### src/rtl/evl_pkg.sv
package evl_pkg;

    typedef logic [1:0] mode_t;

    localparam mode_t MODE_OFF   = 2'd0;
    localparam mode_t MODE_SWCLR = 2'd1;
    localparam mode_t MODE_HWACK = 2'd2;

    localparam int unsigned OFS_MASK  = 0;
    localparam int unsigned OFS_RAW   = 1;
    localparam int unsigned OFS_MSTAT = 2;
    localparam int unsigned OFS_SET   = 3;
    localparam int unsigned OFS_CLR   = 4;
    localparam int unsigned OFS_INDEX = 5;
    localparam int unsigned OFS_MODE  = 6;

    typedef enum logic [2:0] {
        SEL_NONE,
        SEL_MASK,
        SEL_RAW,
        SEL_MSTAT,
        SEL_INDEX,
        SEL_MODE
    } rsel_e;

    typedef struct packed {
        logic  wr_mask;
        logic  wr_mode;
        logic  sw_set;
        logic  sw_clr;
        logic  idx_rd;
        rsel_e rsel;
    } strobe_t;

endpackage

### src/rtl/evl_reg_decode.sv
module evl_reg_decode
    import evl_pkg::*;
#(
    parameter int ADDR_W = 4,
    parameter int DATA_W = 32
) (
    input  logic              reg_wr,
    input  logic              reg_rd,
    input  logic [ADDR_W-1:0] reg_addr,
    input  logic [DATA_W-1:0] reg_wdata,
    output strobe_t           strb
);

    localparam logic [ADDR_W-1:0] A_MASK  = ADDR_W'(OFS_MASK);
    localparam logic [ADDR_W-1:0] A_RAW   = ADDR_W'(OFS_RAW);
    localparam logic [ADDR_W-1:0] A_MSTAT = ADDR_W'(OFS_MSTAT);
    localparam logic [ADDR_W-1:0] A_SET   = ADDR_W'(OFS_SET);
    localparam logic [ADDR_W-1:0] A_CLR   = ADDR_W'(OFS_CLR);
    localparam logic [ADDR_W-1:0] A_INDEX = ADDR_W'(OFS_INDEX);
    localparam logic [ADDR_W-1:0] A_MODE  = ADDR_W'(OFS_MODE);

    logic upper_zero;
    logic mode_code_ok;

    always_comb begin
        upper_zero   = (reg_wdata[DATA_W-1:2] == '0);
        mode_code_ok = upper_zero && (reg_wdata[1:0] != 2'b11);

        strb         = '0;
        strb.rsel    = SEL_NONE;
        strb.wr_mask = reg_wr && (reg_addr == A_MASK);
        strb.wr_mode = reg_wr && (reg_addr == A_MODE) && mode_code_ok;
        strb.sw_set  = reg_wr && (reg_addr == A_SET) && reg_wdata[0];
        strb.sw_clr  = reg_wr && (reg_addr == A_CLR) && reg_wdata[0];
        strb.idx_rd  = reg_rd && (reg_addr == A_INDEX);

        if (reg_rd) begin
            unique case (reg_addr)
                A_MASK:  strb.rsel = SEL_MASK;
                A_RAW:   strb.rsel = SEL_RAW;
                A_MSTAT: strb.rsel = SEL_MSTAT;
                A_INDEX: strb.rsel = SEL_INDEX;
                A_MODE:  strb.rsel = SEL_MODE;
                default: strb.rsel = SEL_NONE;
            endcase
        end
    end

endmodule

### src/rtl/evl_line_state.sv
module evl_line_state
    import evl_pkg::*;
(
    input  logic  clk,
    input  logic  rst_n,
    input  logic  evt_pulse,
    input  logic  hw_ack,
    input  logic  wr_mask,
    input  logic  wr_mode,
    input  logic  sw_set,
    input  logic  sw_clr,
    input  logic  idx_rd,
    input  logic  wbit0,
    input  mode_t wmode,
    output logic  raw_o,
    output logic  mask_o,
    output mode_t mode_o,
    output logic  irq_o
);

    typedef struct packed {
        logic  raw;
        logic  mask;
        mode_t mode;
    } line_t;

    line_t st_d, st_q;

    logic set_cause;
    logic clr_cause;
    logic pending;

    always_comb begin
        st_d    = st_q;
        pending = st_q.raw && st_q.mask;

        if (wr_mask) st_d.mask = wbit0;
        if (wr_mode) st_d.mode = wmode;

        set_cause = sw_set || (evt_pulse && (st_q.mode != MODE_OFF));
        clr_cause = sw_clr
                 || (idx_rd && pending)
                 || (hw_ack && (st_q.mode == MODE_HWACK));

        if (set_cause)      st_d.raw = 1'b1;
        else if (clr_cause) st_d.raw = 1'b0;
    end

    always_ff @(posedge clk or negedge rst_n) begin
        if (!rst_n) begin
            st_q.raw  <= 1'b0;
            st_q.mask <= 1'b0;
            st_q.mode <= MODE_SWCLR;
        end else begin
            st_q <= st_d;
        end
    end

    assign raw_o  = st_q.raw;
    assign mask_o = st_q.mask;
    assign mode_o = st_q.mode;
    assign irq_o  = st_q.raw && st_q.mask && (st_q.mode != MODE_OFF);

    p_event_sets_r2: assert property (@(posedge clk) disable iff (!rst_n)
        (evt_pulse && (mode_o != MODE_OFF)) |=> raw_o);

    p_set_wins_r9: assert property (@(posedge clk) disable iff (!rst_n)
        sw_set |=> raw_o);

    p_clear_r4: assert property (@(posedge clk) disable iff (!rst_n)
        (sw_clr && !sw_set && !evt_pulse) |=> !raw_o);

    p_off_quiet_r6: assert property (@(posedge clk) disable iff (!rst_n)
        (mode_o == MODE_OFF) |-> !irq_o);

    p_mode_legal_r6: assert property (@(posedge clk) disable iff (!rst_n)
        mode_o != 2'b11);

    p_ack_ignored_r7: assert property (@(posedge clk) disable iff (!rst_n)
        ((mode_o != MODE_HWACK) && hw_ack && raw_o && !sw_clr && !idx_rd) |=> raw_o);

endmodule

### src/rtl/evl_read_port.sv
module evl_read_port
    import evl_pkg::*;
#(
    parameter int DATA_W   = 32,
    parameter int IDX_W    = 5,
    parameter int LINE_IDX = 1
) (
    input  logic              clk,
    input  logic              rst_n,
    input  rsel_e             rsel,
    input  logic              raw,
    input  logic              mask,
    input  mode_t             mode,
    output logic [DATA_W-1:0] rdata
);

    localparam logic [IDX_W-1:0] IDX_CODE = IDX_W'(LINE_IDX);

    typedef struct packed {
        logic [DATA_W-1:0] data;
    } rd_t;

    rd_t rd_d, rd_q;

    always_comb begin
        rd_d      = '0;
        unique case (rsel)
            SEL_MASK:  rd_d.data[0]       = mask;
            SEL_RAW:   rd_d.data[0]       = raw;
            SEL_MSTAT: rd_d.data[0]       = raw && mask;
            SEL_INDEX: if (raw && mask) rd_d.data[IDX_W-1:0] = IDX_CODE;
            SEL_MODE:  rd_d.data[1:0]     = mode;
            default:   rd_d.data          = '0;
        endcase
    end

    always_ff @(posedge clk or negedge rst_n) begin
        if (!rst_n) rd_q <= '0;
        else        rd_q <= rd_d;
    end

    assign rdata = rd_q.data;

    p_index_idle_r5: assert property (@(posedge clk) disable iff (!rst_n)
        ((rsel == SEL_INDEX) && !(raw && mask)) |=> (rdata == '0));

    p_quiet_bus_r10: assert property (@(posedge clk) disable iff (!rst_n)
        (rsel == SEL_NONE) |=> (rdata == '0));

endmodule

### src/rtl/evl_event_unit.sv
module evl_event_unit
    import evl_pkg::*;
#(
    parameter int ADDR_W   = 4,
    parameter int DATA_W   = 32,
    parameter int IDX_W    = 5,
    parameter int LINE_IDX = 1
) (
    input  logic              clk,
    input  logic              rst_n,
    input  logic              evt_pulse,
    input  logic              hw_ack,
    input  logic              reg_wr,
    input  logic              reg_rd,
    input  logic [ADDR_W-1:0] reg_addr,
    input  logic [DATA_W-1:0] reg_wdata,
    output logic [DATA_W-1:0] reg_rdata,
    output logic              irq_out
);

    strobe_t strb;
    logic    raw_w;
    logic    mask_w;
    mode_t   mode_w;

    evl_reg_decode #(
        .ADDR_W(ADDR_W),
        .DATA_W(DATA_W)
    ) u_decode (
        .reg_wr   (reg_wr),
        .reg_rd   (reg_rd),
        .reg_addr (reg_addr),
        .reg_wdata(reg_wdata),
        .strb     (strb)
    );

    evl_line_state u_state (
        .clk      (clk),
        .rst_n    (rst_n),
        .evt_pulse(evt_pulse),
        .hw_ack   (hw_ack),
        .wr_mask  (strb.wr_mask),
        .wr_mode  (strb.wr_mode),
        .sw_set   (strb.sw_set),
        .sw_clr   (strb.sw_clr),
        .idx_rd   (strb.idx_rd),
        .wbit0    (reg_wdata[0]),
        .wmode    (reg_wdata[1:0]),
        .raw_o    (raw_w),
        .mask_o   (mask_w),
        .mode_o   (mode_w),
        .irq_o    (irq_out)
    );

    evl_read_port #(
        .DATA_W  (DATA_W),
        .IDX_W   (IDX_W),
        .LINE_IDX(LINE_IDX)
    ) u_read (
        .clk  (clk),
        .rst_n(rst_n),
        .rsel (strb.rsel),
        .raw  (raw_w),
        .mask (mask_w),
        .mode (mode_w),
        .rdata(reg_rdata)
    );

    p_irq_needs_mask_r8: assert property (@(posedge clk) disable iff (!rst_n)
        irq_out |-> (mask_w && raw_w));

    p_index_retires_r5: assert property (@(posedge clk) disable iff (!rst_n)
        (reg_rd && (reg_addr == ADDR_W'(OFS_INDEX)) && irq_out && !evt_pulse) |=> !raw_w);

endmodule

### config.mk
export PLATFORM = sky130hd
export DESIGN_NAME = evl_event_unit
export DESIGN_NICKNAME = d
export VERILOG_FILES = /design/src/rtl/evl_pkg.sv /design/src/rtl/evl_reg_decode.sv /design/src/rtl/evl_line_state.sv /design/src/rtl/evl_read_port.sv /design/src/rtl/evl_event_unit.sv
export SDC_FILE = /design/constraint.sdc
export NUM_CORES = 1
export LEC_CHECK = 0
export ABC_CLOCK_PERIOD_IN_PS = 1550
export BUFFER_PORTS_ARGS = -buffer_cell sky130_fd_sc_hd__buf_2
export CAP_MARGIN = 10
export CORE_MARGIN = 1
export CORE_UTILIZATION = 38
export DETAILED_ROUTE_END_ITERATION = 16
export MAX_ROUTING_LAYER = met4
export PLACE_DENSITY = 0.86
export SETUP_SLACK_MARGIN = 0.1
export SYNTH_ARGS = -nofsm -noshare
export SYNTH_HDL_FRONTEND = slang
export SYNTH_HIERARCHICAL = 1
export SYNTH_SLANG_ARGS = --single-unit
### constraint.sdc
create_clock -name clk -period 1.55 [get_ports clk]
set_input_delay 0.31 -clock clk [delete_from_list [all_inputs] [get_ports clk]]
set_output_delay 0.31 -clock clk [all_outputs]
set_load 0.1 [all_outputs]
; After elaboration in Yosys (flattened, before gate mapping)
; Index checks and enable logic that the tools add are counted.
[totals]
in_bits = 42
output_inout_bits = 33
regBits = 9
elab_cells = 45
[classes]
eq_ne = 13
muxes = 7
reduce_logical = 21
[op_table]
columns = operator, n
row1 = $logic_not A30 Y1, 1
row2 = $pmux W3 S5, 1
row3 = $logic_and A1 B1 Y1, 14
row4 = $eq A4 B3 Y1 const B, 3
row5 = $eq A4 B2 Y1 const B, 2
row6 = $eq A3 B2 Y1 const B, 2
row7 = $eq A3 B3 Y1 const B, 2
row8 = $pmux W1 S5, 1
row9 = $eq A4 B1 Y1 const B, 1
row10 = $logic_not A4 Y1, 1
row11 = $reduce_bool A2 Y1, 2
row12 = $eq A3 B1 Y1 const B, 1
row13 = $logic_or A1 B1 Y1, 3
row14 = $mux W1, 3
row15 = $mux W3, 1
row16 = $eq A2 B2 Y1 const B, 1
row17 = $ne A2 B2 Y1 const B, 1
row18 = $pmux W1 S2, 1

; Longest topological paths before layout
; Gate-level depths: netlist (run 1).
[depth]
depth_word = 7
mapped_depth = 6

; By module
; The synthesis (run 1) kept the hierarchy.
[by_module_without_submodules]
columns = mod, cells_per_inst, seq_area_each_um2, area_per_inst_um2, n_inst
row1 = evl_read_port, 41, 50.0, 341.6, 1
row2 = evl_line_state, 15, 101.3, 210.2, 1
row3 = evl_reg_decode, 27, 0.0, 196.4, 1

; Worst setup path before layout (run 1)
; No wires, ideal clock.
[synth_timing]
path_kind = input to register
start = input port reg_addr[1]
end = register u_read.rd_q (netlist bit u_read/rdata[0])
arrival_ns = 1.594
cell_stages = 5
setup_slack_ns = -0.171
path_cell_list = and2b_1 > nor4b_1 > nor2_1 > mux2_2 > a311o_1
[synth_lines]
columns = item, line
row1 = "start, declared", evl_event_unit.sv:15  ; input logic [ADDR_W-1:0] reg_addr,
row2 = "end signal, assigned", evl_read_port.sv:39  ; else rd_q <= rd_d;
row3 = "end, declared", evl_read_port.sv:23  ; rd_t rd_d, rd_q;

==> results by stage, run 1 <==
Routing:
- The total number of vias is roughly 740.
- The detail route stage leaves a number of antenna-violating nets equal to 0.
- The first-iteration detailed-routing DRC count is 12.
- For this run, design rule violations remaining after detail routing come to 0.
- The first detailed-routing pass ran for 4 iterations.
- The wire length after detailed routing is 1940 um.
- After detailed routing, the average wire length per cell comes to 11.5 um.
- The per-cell via count in the routed design is 4.43.

Worst setup path:
- For the worst setup path, the data arrival time is 1.63 ns.
- STA classifies the critical path endpoint as a flop.
- The buffer and inverter count on the worst path is 1.
- For the worst setup path, the data required time is 1.68 ns.
- The cell type group with the largest total delay on the critical path is simple AND/OR/NAND/NOR gates.
- STA classifies the critical path startpoint as a primary input.
- For this design, the slowest cell found on the critical path is sky130_fd_sc_hd__nor4b_1.
- The signal on the critical path passes through buf_2 -> nor4b_1 -> nand4_1 -> nor4_4 -> mux2_2.
- The largest single stage delay on the critical path is 0.42 ns.
- In this run the worst path has a maximum fanout of 2.
- The classification of the worst setup path is primary input to flop.

Final layout:
- The layout overhead on the synthesized area is 44.3%.
- Once layout is done, the placed cells without fillers occupy around 1100 um2.
- Of the cells placed in the final design, the portion with a size suffix greater than 1 is 53.8%.
- The number of inserted diodes is 0.
- The filler cells instantiated in the layout total roughly 150.
- The final-stage net count is 186.

Power and ir drop:
- The worst ir drop on vdd is approximately 560 uV.
- The power share of the sequential group is 22.0%.
- The share of total power dissipated in the clock network is between 20% and 30%.
- The combinational power share is 57.6%.
- Of the total power, the share spent switching nets is 56.9%.
- Dividing total power by cell area gives a power density of around 740 nW/um2.
- The static leakage is about 0.58 nW.
- The switching power is 0.456 mW.
- Power comes to 0.801 mW.
- The design internal power is 0.345 mW.

Synth:
- The synthesized netlist devotes 32.1% of its cell area to simple gates.
- The share of the synthesized area in compound gates (AO/OA/AOI/OAI) is 8.53%.
- sky130_fd_sc_hd__buf_4 is the most common cell in the netlist.
- In the post-synthesis netlist, the biggest area contributors are sky130_fd_sc_hd__buf_4, sky130_fd_sc_hd__dfrtp_1, sky130_fd_sc_hd__nor4_2, sky130_fd_sc_hd__mux2_2, sky130_fd_sc_hd__a2111oi_4.
- The sequential element share of the synthesized area is 20.2%.
- The number of different library cells used by synthesis comes to 26.
- The leading register cell type out of synthesis is sky130_fd_sc_hd__dfrtp_1.
- Of the total synthesized cell area, the portion taken by XOR and XNOR cells is 1.17%.
- After synthesis the cells add up to 748 um2.
- The share of synthesized area in the top cell type comes to 30.1%.
- The synthesis-stage register bit count is 6.
- A synthesized cell averages 9.01 um2.
- Yosys mapped a number of flops with a built-in enable equal to 0.
- Ranked by instance count, the synthesized netlist is headed by sky130_fd_sc_hd__buf_4, sky130_fd_sc_hd__dfrtp_1, sky130_fd_sc_hd__nand2_1, sky130_fd_sc_hd__nor4_2.
- The biggest area consumer among synthesized cells is sky130_fd_sc_hd__buf_4.
- Of the total synthesized cell area, the portion taken by full adders, half adders and majority gates is 0%.
- By area, the combinational part of the netlist is dominated by simple AND/OR/NAND/NOR gates.
- The warning count from the yosys run is 6.
- After synthesis, the share of cell area in mux cells is 7.36%.
- After technology mapping, the gate count stands at 83.
- The share of async-settable or async-resettable flops after synthesis is between 90% and 100%.

Global route:
- The first global-routing pass estimated between 3000 and 4000 um of wire.
- The total overflow left after global routing is 0.
- The met2 layer usage reported by global route is 37.2%.
- For this run, the total global-route usage over all layers was measured as 20.6%.
- In this run the most used layer during global routing was met2.
- Global routing used 21.3% of the available met1 tracks.
- The maximum number of pins on one net before global-route repair is 7.
- The number of global-route vias before repair is 698.
- The initial antenna violation count is 0.
- The global-route met3 utilization is under 10%.

Placement:
- The sum of net half-perimeters after detailed placement is 1470 um.
- At the end of routability-driven placement, the weighted congestion stood at 0.755.
- The number of buffers added on ports is 44.
- In this run the cell area measured after placement is 993 um2.

Clock tree:
- The clock tree from TritonCTS is built.
- CTS built an H-tree with a depth of 1.
- The clock sink total is 6.
- The TritonCTS buffer count is 3.
- The clock latency at the later pin of the worst-skew pair is 0.26 ns.
- The clock slew at the register clock pins of the worst setup and hold paths is ~0.04 ns.
- The tree is rooted in a sky130_fd_sc_hd__clkbuf_4.
- The longest clock path from root to sink contains 2 buffers.

Floorplanning:
- The I/O pin count is 75.
- Measured along the y axis, the die boundary spans around 46 um.
- The die boundary width is 46.4 um.
- The initial utilization of the core area, before any placement, comes to a little over two fifths.
- The die covers 2150 um2.
- The floorplan step defined a core boundary enclosing about 1800 um2.
- The initialized floorplan defines 15 standard-cell rows.

STA:
- The routed design could run at a clock period as short as 1.50 ns.
- The final number of hold-violating endpoints is 0.
- The fmax is 0.665 GHz.
- The number of setup violations in the final report is 0.
- The final period utilization is 97.0%.
- The max-slew violation count is 0.
- Setup repair after global routing could not meet its margin everywhere.
- The maximum clock skew at final layout is 0.0150 ns.

Hold path:
- The tightest min-delay check is of the primary input to flop type.

Outcome:
- The flow ran to the end, and the final reports show no timing, DRC or antenna violations.

Job:
- Max-cap violations in this run came to 0.
## cells by family after synthesis
logic type | after synthesis
compound gates | 5
xor+xnor | 1
buf+inv | 30
flops | 6
mux | 5
other cells | 1
simple gates | 35
## flip-flops by register name (all words and copies together) (netlist names)
register / count
u_state/raw_o: 1
u_read/rdata: 2
u_state/mode_o: 2
u_state/mask_o: 1
## per-stage QoR
stage	setup TNS, ns	hold WS [ns]	setup WS (ns)	util [%]	std cells
floorplan	-0.0250	0.0144	-0.0250	-	112
global placement	-0.335	0.137	-0.106	55.7	160
detailed placement	-0.439	0.141	-0.147	55.7	160
CTS	0	0.317	0.106	58.6	166
global route	-0.0728	0.327	-0.0510	60.6	168
finish	0	0.325	0.0471	60.6	168
## power groups by stage
stage | logic [mW] | clock network [mW] | registers (mW)
2_1_floorplan | 0.413 | 0 | 0.181
3_3_place_gp | 0.445 | 0 | 0.176
3_5_place_dp | 0.449 | 0 | 0.177
4_1_cts | 0.452 | 0.165 | 0.176
5_1_grt | 0.483 | 0.174 | 0.179
6_report | 0.462 | 0.163 | 0.177
## metal layers
| metal | vias to the layer above | share of wire [%] |
|---|---|---|
| met5 | - | 0 |
| met4 | 0 | 2.1 |
| met3 | 4 | 5.5 |
| met2 | 38 | 58 |
| met1 | 343 | 34 |
| li1 | 359 | - |
## cells in the final DEF, fill, tap and decap left out, drive strengths merged
cell type,synthesis,routed
xor2,1,1
clkbuf,0,4
dfstp,1,1
nor3,4,4
nand2,6,6
or2b,1,1
buf,30,56
and3,2,2
nor2b,1,1
dlygate4sd3,0,1
nor4,7,7
dfrtp,5,5
nand4,3,3
mux2i,1,1
a311o,1,1
and4b,1,1
nor4b,3,3
o211a,1,1
o211ai,1,1
nor2,4,4
conb,1,30
and2b,2,2
mux2,4,4
a2111oi,1,1
nor3b,1,1
a21oi,1,1
## final timing paths
kind	from	slack (ns)	endpoint	cells past startpoint
min in group asynchronous	rst_n	0.40	u_read/rdata[1]$_DFF_PN0_	2
hold reg to reg	u_state/mode_o[1]$_DFFE_PN0P_	0.61	u_state/raw_o$_DFFE_PN0P_	2
max in group asynchronous	rst_n	0.91	u_state/mode_o[0]$_DFFE_PN1P_	2
setup / recovery	reg_wdata[3]	0.05	u_state/mode_o[1]$_DFFE_PN0P_	5
setup reg to reg	u_state/mode_o[0]$_DFFE_PN1P_	0.41	u_read/rdata[0]$_DFF_PN0_	4
hold / removal	reg_wdata[1]	0.32	u_state/mode_o[1]$_DFFE_PN0P_	2
## repair_timing
item | 4_1_cts | 5_1_grt
gates resized for setup | 1 | 5
setup buffers | 1 | 2
pin swaps | 0 | 5
setup endpoints to repair | 1 | 4
hold endpoints to repair | 5 | 0
hold buffers | 1 | 0
## final cells by class
| class | instances | area [um2] | area share (%) |
|---|---|---|---|
| clock buffers | 4 | 26.3 | 2.43 |
| repair buffers | 57 | 357 | 33.0 |
| multi-input cells | 76 | 513 | 47.5 |
| well taps | 25 | 31.3 | 2.90 |
| flip-flops and latches | 6 | 153 | 14.1 |
(Power assumes the default switching activity.)
==> run 2: changes to the inputs <==
- CORE_MARGIN: 1 -> 5
- MAX_ROUTING_LAYER: met4 -> default
==> results by stage, run 2 (synthesized netlist as in run 1, its figures left out) <==
Power and ir drop:
- The power density over the cells is 724 nW/um2 (-2.5%).
- The combinational power share was 58.5% (+0.9 points).
- The worst ir drop on vdd came to 402 uV (-29%).
- The clock share of power is 20.1% (-0.3 points).
- The power share of the sequential group came to 21.4% (-0.6 points).
- The switching share of total power was 57.2% (+0.24 points).
- The design internal power is 0.350 mW (+1.3%).
- The switching power came to 0.467 mW (+2.3%).
- The post-route total power is 0.817 mW (+1.9%).
- The static leakage is 0.572 nW (-0.80%).

STA:
- The setup TNS is 0 ns (unchanged).
- The final number of hold-violating endpoints is 0 (unchanged).
- The number of setup violations in the final report was 0 (unchanged).
- The final period utilization was 97.0% (about the same).
- The minimum hold slack came to 0.325 ns (-0.000454 ns).
- The fmax is 0.665 GHz (about the same).
- The max-slew violation count is 0 (unchanged).
- The slack of the critical path is 0.0462 ns (-0.000915 ns).
- The maximum clock skew at final layout was 0.0111 ns (-0.00392 ns).
- The time the worst path needs with I/O delays and setup is 1.50 ns (+0.000915 ns).
- Setup repair after global routing could not meet its margin everywhere.

Clock tree:
- The TritonCTS buffer count is 3 (unchanged).
- The number of H-tree levels is 1 (unchanged).
- TritonCTS built the clock tree.
- The buffer levels on the longest clock path came to 2 (unchanged).
- The clock sink total came to 6 (unchanged).
- In this run the clock root is driven by a sky130_fd_sc_hd__clkbuf_4.
- The clock latency at the later pin of the worst-skew pair is 0.26 ns (about the same).
- The clock slew at the register clock pins of the worst setup and hold paths came to 0.06 ns (+0.02 ns).

Hold path:
- The worst hold path belongs to the class primary input to flop.
- The startpoint identified for the worst hold timing path is reg_wdata[1].

Global route:
- The leftover overflow at the end of global routing is 0 (unchanged).
- The global-route wire length before repair is 3050 um (+1.1%).
- The total routing resource utilization after global routing came to 14.7% (-5.9 points).
- The maximum number of pins on one net before global-route repair is 7 (unchanged).
- The initial antenna violation count was 0 (unchanged).
- The number of global-route vias before repair is 771 (+10%).

Final layout:
- In the layout the commonest cells are sky130_fd_sc_hd__buf_2, sky130_fd_sc_hd__conb_1, sky130_fd_sc_hd__buf_4, sky130_fd_sc_hd__buf_6.
- The sequential cell area was 153 um2 (unchanged).
- The multi-input gate area in the final layout is 566 um2 (+10%).
- The layout cell share with drive strength beyond 1 is 57.1% (+3.3 points).
- The layout overhead on the synthesized area is 50.8%.
- The number of inserted diodes is 0 (unchanged).
- The most frequent standard cell in the layout excluding fill and tap cells is sky130_fd_sc_hd__buf_2.
- The final-stage net count is 183 (-1.6%).
- The number of fill cells is 172 (+12%).

Routing:
- The total number of vias came to 777 (+4.4%).
- The post-detailed-route wirelength per cell is 13.6 um (+18%).
- The number of search-and-repair iterations in the first detailed-routing pass is 4 (unchanged).
- The wire length after detailed routing is 2270 um (+17%).
- The per-cell via count in the routed design was 4.65 (+5.1%).
- The remaining routing DRC violations was 0 (unchanged).
- The remaining number of nets flagged by the antenna check after routing was 0 (unchanged).
- The first-iteration detailed-routing DRC count was 6 (-6).

Placement:
- The sum of net half-perimeters after detailed placement was 1770 um (+20%).
- The number of buffers added on ports is 44 (unchanged).
- The pre-CTS setup slack came to -0.181 ns (-0.0339 ns).
- The global placement routability congestion is 0.754 (-0.12%).

Outcome:
- The run finished with clean final reports.

Worst setup path:
- Traced cell by cell, the critical path runs through clkbuf_4 -> xor2_1 -> nand2_2 -> nor3_2 -> nor2_1 -> mux2_2 -> a311o_1.
- The buffer and inverter count on the worst path came to 1 (unchanged).
- The cell at the slowest stage of the critical path is sky130_fd_sc_hd__a311o_1.
- The endpoint kind of the worst setup timing path is a flop.
- The startpoint of the lowest-slack register-to-register path is u_state/mode_o[0]$_DFFE_PN1P_.
- The classification of the worst setup path is primary input to flop.
- The critical path starts at reg_addr[0].
- The cell type group with the largest total delay on the critical path is compound AO/OA/AOI/OAI gates.
- STA classifies the critical path startpoint as a primary input.
- The largest stage delay on the critical path was 0.37 ns (-0.05 ns).
- The data arrival time of the critical path is 1.63 ns (about the same).
- The peak fanout along the critical path is 5 (+3).
- The data required time at the worst endpoint is 1.68 ns (about the same).

Floorplanning:
- The count of standard-cell rows is 16 (+1).
- The area of the core was 1920 um2 (+7.8%).
- The area enclosed by the die boundary is 2960 um2 (+37%).
- The initial standard-cell utilization of the core came to 38.9% (-3.0 points).
- The I/O pin count is 75 (unchanged).
- The die boundary width is 54.4 um (+17%).
- The height of the chip came to 54.4 um (+17%).

Job:
- The max-cap check violation count is 0 (unchanged).
==> run 2: cell count changes in the layout (fill, tap and decap cells not counted), sizes merged <==
cell / delta
buf: -4
clkbuf: +1
==> run 2: metrics by stage <==
| step | std cells | instance area [um2] | util [%] |
|---|---|---|---|
| 2_1_floorplan | 112 | 872 | - |
| 3_3_place_gp | 159 | 961 | 50.0 |
| 3_5_place_dp | 159 | 961 | 50.0 |
| 4_1_cts | 165 | 1010 | 52.8 |
| 5_1_grt | 167 | 1130 | 58.7 |
| 6_report | 167 | 1130 | 58.7 |
==> run 2: timing repair <==
action,4_1_cts,5_1_grt
cloned,0,0
hold endpoints to repair,5,0
setup buffers,1,2
pin swaps,0,7
gates resized for setup,2,20
endpoints found under the setup margin,2,5
hold buffers,1,0
==> run 2: layout make-up <==
cell class,count,area share (%)
Clock buffer,4,2.33
Multi-Input combinational cell,76,50.1
Timing Repair Buffer,54,31.0
Sequential cell,6,13.5
Tap cell,27,2.99
==> run 2: worst paths after layout <==
check | endpoint | slack, ns | cells after the start
max in group asynchronous | u_state/mode_o[0]$_DFFE_PN1P_ | 0.89 | 2
worst max-delay path | u_read/rdata[0]$_DFF_PN0_ | 0.05 | 7
worst min-delay path | u_state/mode_o[1]$_DFFE_PN0P_ | 0.32 | 2
worst max register to register | u_read/rdata[0]$_DFF_PN0_ | 0.39 | 4
min in group asynchronous | u_read/rdata[1]$_DFF_PN0_ | 0.42 | 2
worst min register to register | u_state/mask_o$_DFFE_PN0P_ | 0.64 | 1
==> run 2: power groups by stage <==
stage / clock (mW) / combinational (mW) / sequential (mW)
final: 0.164 / 0.477 / 0.175
after global routing: 0.183 / 0.494 / 0.176
after CTS: 0.168 / 0.446 / 0.175
after detailed placement: 0 / 0.443 / 0.176
after global placement: 0 / 0.436 / 0.176
after floorplan: 0 / 0.413 / 0.181
==> run 2: metal layers <==
| metal | share of wire (%) | vias to the layer above | global-route usage [%] |
|---|---|---|---|
| met5 | 0 | - | 0 |
| li1 | - | 359 | - |
| met1 | 32 | 370 | 12.9 |
| met4 | 0.92 | 0 | 5.39 |
| met2 | 58 | 44 | 29.5 |
| met3 | 9.3 | 4 | 5.45 |
